$ cat src/rtl/dpc_pkg.sv
// Package: shared register-map helpers for the distance pulse counter.
// Assumes channel latches occupy consecutive addresses after the control word.
package dpc_pkg;
    localparam int unsigned CTRL_ADDR  = 0;  // control word, bit 0 = use drive-state line
    localparam int unsigned LATCH_BASE = 1;  // first channel latch address

    // Address of the latch register belonging to channel ch.
    function automatic int unsigned latch_addr(input int unsigned ch);
        return LATCH_BASE + ch;
    endfunction
endpackage

$ cat src/rtl/dpc_input_cond.sv
// Module: dpc_input_cond
// Brings one asynchronous level into the clock domain through SYNC_N flops,
// then accepts a new level only after FILT_N identical synchronized samples.
// Emits the filtered level and a one-cycle pulse on each accepted rising edge.
// Assumes SYNC_N >= 2 and FILT_N >= 2.
module dpc_input_cond #(
    parameter int unsigned SYNC_N = 2,
    parameter int unsigned FILT_N = 3
) (
    input  logic clk,
    input  logic rst_n,
    input  logic din,
    output logic level_q,
    output logic rise_q
);
    logic [SYNC_N-1:0] sync_q;
    logic [FILT_N-1:0] hist_q;
    logic              all_hi;
    logic              all_lo;

    // Synchronizer chain for the raw input.
    always_ff @(posedge clk) begin
        if (!rst_n) sync_q <= '0;
        else        sync_q <= {sync_q[SYNC_N-2:0], din};
    end

    // History of the most recent synchronized samples.
    always_ff @(posedge clk) begin
        if (!rst_n) hist_q <= '0;
        else        hist_q <= {hist_q[FILT_N-2:0], sync_q[SYNC_N-1]};
    end

    // Agreement detection across the sample history.
    always_comb begin
        all_hi = &hist_q;
        all_lo = ~|hist_q;
    end

    // Filtered level and its registered rising-edge pulse.
    always_ff @(posedge clk) begin
        if (!rst_n) begin
            level_q <= 1'b0;
            rise_q  <= 1'b0;
        end else begin
            if (all_hi)      level_q <= 1'b1;
            else if (all_lo) level_q <= 1'b0;
            rise_q <= all_hi & ~level_q;
        end
    end

    // the filtered level only moves after the history agreed.
    a_r3_level_needs_agreement: assert property (@(posedge clk) disable iff (!rst_n)
        (level_q != $past(level_q)) |-> ($past(all_hi) || $past(all_lo)));

    // an edge pulse is never followed by another while the level stays.
    a_r2_single_rise: assert property (@(posedge clk) disable iff (!rst_n)
        rise_q |=> !rise_q);

    // an edge pulse coincides with a freshly raised level.
    a_r2_rise_on_new_level: assert property (@(posedge clk) disable iff (!rst_n)
        rise_q |-> (level_q && !$past(level_q)));
endmodule

$ cat src/rtl/dpc_updown_counter.sv
// Module: dpc_updown_counter
// One channel: a wrapping up/down counter that steps on a one-cycle request,
// plus a snapshot latch loaded on the sample strobe. The latch takes the
// count as it stands before any step in the same cycle.
module dpc_updown_counter #(
    parameter int unsigned CNT_W = 16
) (
    input  logic             clk,
    input  logic             rst_n,
    input  logic             step,
    input  logic             count_up,
    input  logic             snap,
    output logic [CNT_W-1:0] latch_q
);
    logic [CNT_W-1:0] cnt_q;

    // Live count: one step per request, modulo 2^CNT_W.
    always_ff @(posedge clk) begin
        if (!rst_n)     cnt_q <= '0;
        else if (step)  cnt_q <= count_up ? cnt_q + 1'b1 : cnt_q - 1'b1;
    end

    // Snapshot register loaded by the shared strobe.
    always_ff @(posedge clk) begin
        if (!rst_n)     latch_q <= '0;
        else if (snap)  latch_q <= cnt_q;
    end

    // counter and latch leave reset at zero.
    a_r1_reset_zero: assert property (@(posedge clk) disable iff (!rst_n)
        $rose(rst_n) |-> (cnt_q == '0 && latch_q == '0));

    // an up step adds exactly one.
    a_r5_step_up: assert property (@(posedge clk) disable iff (!rst_n)
        (step && count_up) |=> (cnt_q == $past(cnt_q) + 1'b1));

    // a down step removes exactly one.
    a_r5_step_down: assert property (@(posedge clk) disable iff (!rst_n)
        (step && !count_up) |=> (cnt_q == $past(cnt_q) - 1'b1));

    // without a step request the count holds.
    a_r8_hold: assert property (@(posedge clk) disable iff (!rst_n)
        !step |=> $stable(cnt_q));

    // the strobe captures the pre-step count; otherwise the latch holds.
    a_r7_snap: assert property (@(posedge clk) disable iff (!rst_n)
        snap |=> (latch_q == $past(cnt_q)));
    a_r7_latch_hold: assert property (@(posedge clk) disable iff (!rst_n)
        !snap |=> $stable(latch_q));
endmodule

$ cat src/rtl/dist_pulse_counter.sv
// Module: dist_pulse_counter (top)
// Conditions NCH pulse inputs and one drive-state line, counts clean rising
// edges per channel with a direction gated by a host control bit, snapshots
// all counts on sample_stb, and exposes control and snapshots on a simple
// register port. Assumes sample_stb and the register port are synchronous.
module dist_pulse_counter #(
    parameter int unsigned NCH    = 2,
    parameter int unsigned CNT_W  = 16,
    parameter int unsigned SYNC_N = 2,
    parameter int unsigned FILT_N = 3,
    localparam int unsigned ADDR_W = $clog2(NCH + 1)
) (
    input  logic              clk,
    input  logic              rst_n,
    input  logic [NCH-1:0]    pulse_in,
    input  logic              drive_dir_in,
    input  logic              sample_stb,
    input  logic              wr_en,
    input  logic [ADDR_W-1:0] wr_addr,
    input  logic [CNT_W-1:0]  wr_data,
    input  logic [ADDR_W-1:0] rd_addr,
    output logic [CNT_W-1:0]  rd_data
);
    import dpc_pkg::*;

    logic [NCH-1:0]   step;
    logic [NCH-1:0]   lvl_unused;
    logic [CNT_W-1:0] lat [NCH];
    logic             dir_lvl;
    logic             dir_rise_unused;
    logic             dir_en_q;
    logic             count_up;

    // Conditioning for the drive-state line.
    dpc_input_cond #(.SYNC_N(SYNC_N), .FILT_N(FILT_N)) u_dir_cond (
        .clk    (clk),
        .rst_n  (rst_n),
        .din    (drive_dir_in),
        .level_q(dir_lvl),
        .rise_q (dir_rise_unused)
    );

    // Host control bit: enables the drive-state direction rule.
    always_ff @(posedge clk) begin
        if (!rst_n) dir_en_q <= 1'b0;
        else if (wr_en && wr_addr == ADDR_W'(CTRL_ADDR)) dir_en_q <= wr_data[0];
    end

    // Direction rule shared by all channels.
    always_comb count_up = !dir_en_q || dir_lvl;

    // Per-channel conditioning and counting.
    for (genvar g = 0; g < NCH; g++) begin : g_ch
        dpc_input_cond #(.SYNC_N(SYNC_N), .FILT_N(FILT_N)) u_cond (
            .clk    (clk),
            .rst_n  (rst_n),
            .din    (pulse_in[g]),
            .level_q(lvl_unused[g]),
            .rise_q (step[g])
        );

        dpc_updown_counter #(.CNT_W(CNT_W)) u_cnt (
            .clk     (clk),
            .rst_n   (rst_n),
            .step    (step[g]),
            .count_up(count_up),
            .snap    (sample_stb),
            .latch_q (lat[g])
        );
    end

    // Read multiplexer over control word and latches.
    always_comb begin
        rd_data = '0;
        if (rd_addr == ADDR_W'(CTRL_ADDR)) rd_data[0] = dir_en_q;
        for (int i = 0; i < NCH; i++) begin
            if (rd_addr == ADDR_W'(latch_addr(i))) rd_data = lat[i];
        end
    end

    // the control bit moves only on a write to the control address.
    a_r4_ctrl_write_only: assert property (@(posedge clk) disable iff (!rst_n)
        !(wr_en && wr_addr == ADDR_W'(CTRL_ADDR)) |=> $stable(dir_en_q));

    // with the direction rule disabled every step counts up.
    a_r4_up_when_disabled: assert property (@(posedge clk) disable iff (!rst_n)
        (!dir_en_q && |step) |-> count_up);
endmodule

$ cat config.mk
export PLATFORM = sky130hd
export DESIGN_NAME = dist_pulse_counter
export DESIGN_NICKNAME = d
export VERILOG_FILES = /design/src/rtl/dpc_pkg.sv /design/src/rtl/dpc_input_cond.sv /design/src/rtl/dpc_updown_counter.sv /design/src/rtl/dist_pulse_counter.sv
export SDC_FILE = /design/constraint.sdc
export NUM_CORES = 1
export LEC_CHECK = 0
export BUFFER_PORTS_ARGS = -buffer_cell sky130_fd_sc_hd__buf_2
export CORE_MARGIN = 2
export CORE_UTILIZATION = 35
export DETAILED_ROUTE_END_ITERATION = 7
export SLEW_MARGIN = 10
export SYNTH_ARGS = -nofsm -noshare
export SYNTH_HDL_FRONTEND = slang
export SYNTH_SLANG_ARGS = --single-unit
$ cat constraint.sdc
create_clock -name clk -period 3.2 [get_ports clk]
set_clock_uncertainty 0.2 [all_clocks]
set_input_delay 0.16 -clock clk [delete_from_list [all_inputs] [get_ports clk]]
set_output_delay 0.16 -clock clk [all_outputs]
set_load 0.1 [all_outputs]
==> results.toml <==
[detailed_routing]
vias_per_cell = 5.457
wl_per_cell_microns = 15.88
drc = 0
wl_microns = 10700
drtPass1Iterations = 4
drt_iter0_markers = 198
ant_nets = 0
dr_total_vias = 3678

[power]
p_clk_frac = 0.505
leakage_uw = 0.002021
intPower_uw = 1856
p_per_area_nw_per_um2 = 474.6
ir_drop_v = 0.0003867
p_comb_frac = 0.039
power_switching_uw = 481.0
switching_share = 0.2058
p_seq_frac = 0.456

[cts]
cts_tree = "built"
clock_latency_ns = 0.33
clkSinkCount = 85
cts_max_path_buffers = 2
cts_buffers = 9
cts_root_buffer = "clkbuf_16"
cts.reportedPaths.clkPinSlew_ns = 0.06
cts-htree-levels = 3
post_cts_buffers = 0

[synthesis]
netlist_area_sq_um = 4318
synth-seq-area-share = 0.3941
synth_warnings = 0
synth.distinct_cells = 56
synth_top_area_frac = 0.3941
synth-edff-count = 0
synth_top_cell_by_area = "dfxtp_1"
synth_flop_cell = "dfxtp_1"
syn_area_per_cell_sq_um = 8.417
synth_nets = 542
synth_cells = 513
synthArstFlopShare = 0
synth_area_leaders = "dfxtp_1, mux2i_1, nor2_1, a22o_1, clkbuf_1"
ys_ff_latch = 85

[place]
place_ws_ns = 0.4502
dp_hpwl_microns = 7381
port_buffers = 27
place_congestion = 0.8599

[timing]
fin_crit_sh = 0.8680
hold_violations = 0
drv_slew = 0
max_slew.worst_pin.slew_ns = 0.9889
slew_headroom = 0.3407
holdWs_ns = 0.04961
rsz0062_at_grt = "false"
max_freq_ghz = 0.3600
finalSetupViolations = 0
timing.final.ws_setup_ns = 0.4223
finalCriticalPeriod_ns = 2.778
tns_ns = 0

[die]
ioPinCount = 43
initial_core_util = 0.3595
die_y_microns = 115.1
die_w_microns = 115.1
core_sq_um = 12010
row_count = 40
dieArea_sq_um = 13240

[global_route]
grt_pass1_vias = 3514
grt_pass1_wl_microns = 17980
grt_antenna_before_repair = 0
grt_usage = 0.1735
overflow = 0
grt_max_degree = 49

[setup_path]
r2r_setup_slack_ns = 0.42
crit_type = "reg2reg"
cp.required_ns = 3.21
cp.arrival_ns = 2.79
cp-end-kind = "register"
critical_path.max_fanout = 7
start_kind = "register"

[layout]
syn2layout_area_growth_pct = 14.02
antenna_cells = 0
drive_above_1_share = 0.1101
final_nets = 552
post-route-util = 0.4099
final_cell_mix = "dfxtp_1, nor2_1, mux2i_1"
final_common_cell = "dfxtp_1"

[job]
maxCapViolCount = 0

[worst_hold_path]
worstHoldPathType = "in2reg"

[status]
outcome = "finished, final reports clean"
[kinds of logic (layout without fill, tap and decap cells)]
group | count (synthesis) | after routing | synth area share
buf+inv | 47 | 61 | 0.04462
flops | 85 | 85 | 0.3941
simple gates | 231 | 231 | 0.2817
mux | 42 | 42 | 0.09736
fa+ha+maj | 2 | 2 | 0.005794
compound gates | 88 | 88 | 0.1400
xor+xnor | 18 | 18 | 0.03651
[cells in the mapped netlist (2+ instances only)]
| library cell | count |
|---|---|
| or4b_1 | 3 |
| a221oi_1 | 2 |
| mux2i_1 | 42 |
| buf_6 | 2 |
| inv_1 | 4 |
| dfxtp_1 | 85 |
| nor2_1 | 72 |
| nand3_1 | 14 |
| clkbuf_1 | 34 |
| nand2_1 | 31 |
| a21oi_1 | 13 |
| xnor2_1 | 6 |
| nor3b_1 | 3 |
| nand2b_1 | 10 |
| o211ai_1 | 2 |
| and4_1 | 4 |
| nor2b_1 | 4 |
| buf_1 | 6 |
| nor4_1 | 8 |
| or3_1 | 13 |
| o311ai_0 | 3 |
| or4_1 | 11 |
| nand4_1 | 8 |
| o21ai_0 | 16 |
| a31oi_1 | 2 |
| xor2_1 | 12 |
| a22oi_1 | 2 |
| and3_1 | 10 |
| nand3b_1 | 2 |
| or2_2 | 3 |
| a21o_1 | 6 |
| nor3_1 | 13 |
| and2_1 | 17 |
| o21ai_1 | 13 |
| a22o_1 | 15 |
| ha_1 | 2 |
[power by group through the flow]
stage               combinational, uW  clock, uW  sequential, uW
floorplan                        60.2          0            1090
global placement                 85.4          0            1090
detailed placement               86.9          0            1090
CTS                              91.7       1210            1070
global route                      100       1240            1070
finish                           90.9       1180            1070
[worst max-delay path: stages (launching register included)]
cell and delay [ns]:
dfxtp_1 0.47, nand2b_1 0.21, xnor2_1 0.17, ha_1 0.25, or4_1 0.50, or4_1 0.43, nor4_1 0.20, a31oi_1 0.10
mux2i_1 0.13
[what timing repair did]
action | in CTS | in global routing
resized for setup | 0 | 0
endpoints found under the setup margin | 0 | 0
hold buffers | 6 | 0
endpoints found under the hold margin | 4 | 0
[layer usage]
metal  part of all wire  track usage
met5                  0            0
met4              0.019      0.06988
met3              0.037      0.03690
met2               0.48       0.2831
met1               0.46       0.2238
[path summary, 6_finish.rpt]
| kind | from | endpoint | cells after the start |
|---|---|---|---|
| hold / removal | rst_n | g_ch[0].u_cnt.cnt_q[6] | 3 |
| setup / recovery | dir_en_q | g_ch[0].u_cnt.cnt_q[12] | 8 |
| setup reg to reg | dir_en_q | g_ch[0].u_cnt.cnt_q[12] | 8 |
| hold reg to reg | g_ch[1].u_cond.level_q | g_ch[1].u_cond.rise_q | 1 |
[metrics by stage]
step	area, sq um	power (uW)	instances
2_1_floorplan	4318	1149	513
3_3_place_gp	4527	1175	653
3_5_place_dp	4527	1177	653
4_1_cts	4923	2366	674
5_1_grt	4923	2411	674
6_report	4923	2337	674
[area by class of cell]
type | instances | area, sq um
timing repair buffer | 42 | 262.8
tap | 147 | 183.9
inverter | 4 | 15.01
clock inverter | 6 | 111.4
multi-input combinational | 381 | 2424
clock buffer | 9 | 225.2
fill | 1198 | 7088
sequential | 85 | 1702
[sequential cells by signal, indices dropped and copies added (netlist names)]
name                 cells
dir_en_q                 1
g_ch.u_cnt.cnt_q        32
g_ch.u_cnt.latch_q      32
g_ch.u_cond.hist_q       6
g_ch.u_cond.level_q      2
g_ch.u_cond.rise_q       2
g_ch.u_cond.sync_q       4
u_dir_cond.hist_q        3
u_dir_cond.level_q       1
u_dir_cond.sync_q        2
Power figures use the tool's default switching activity.
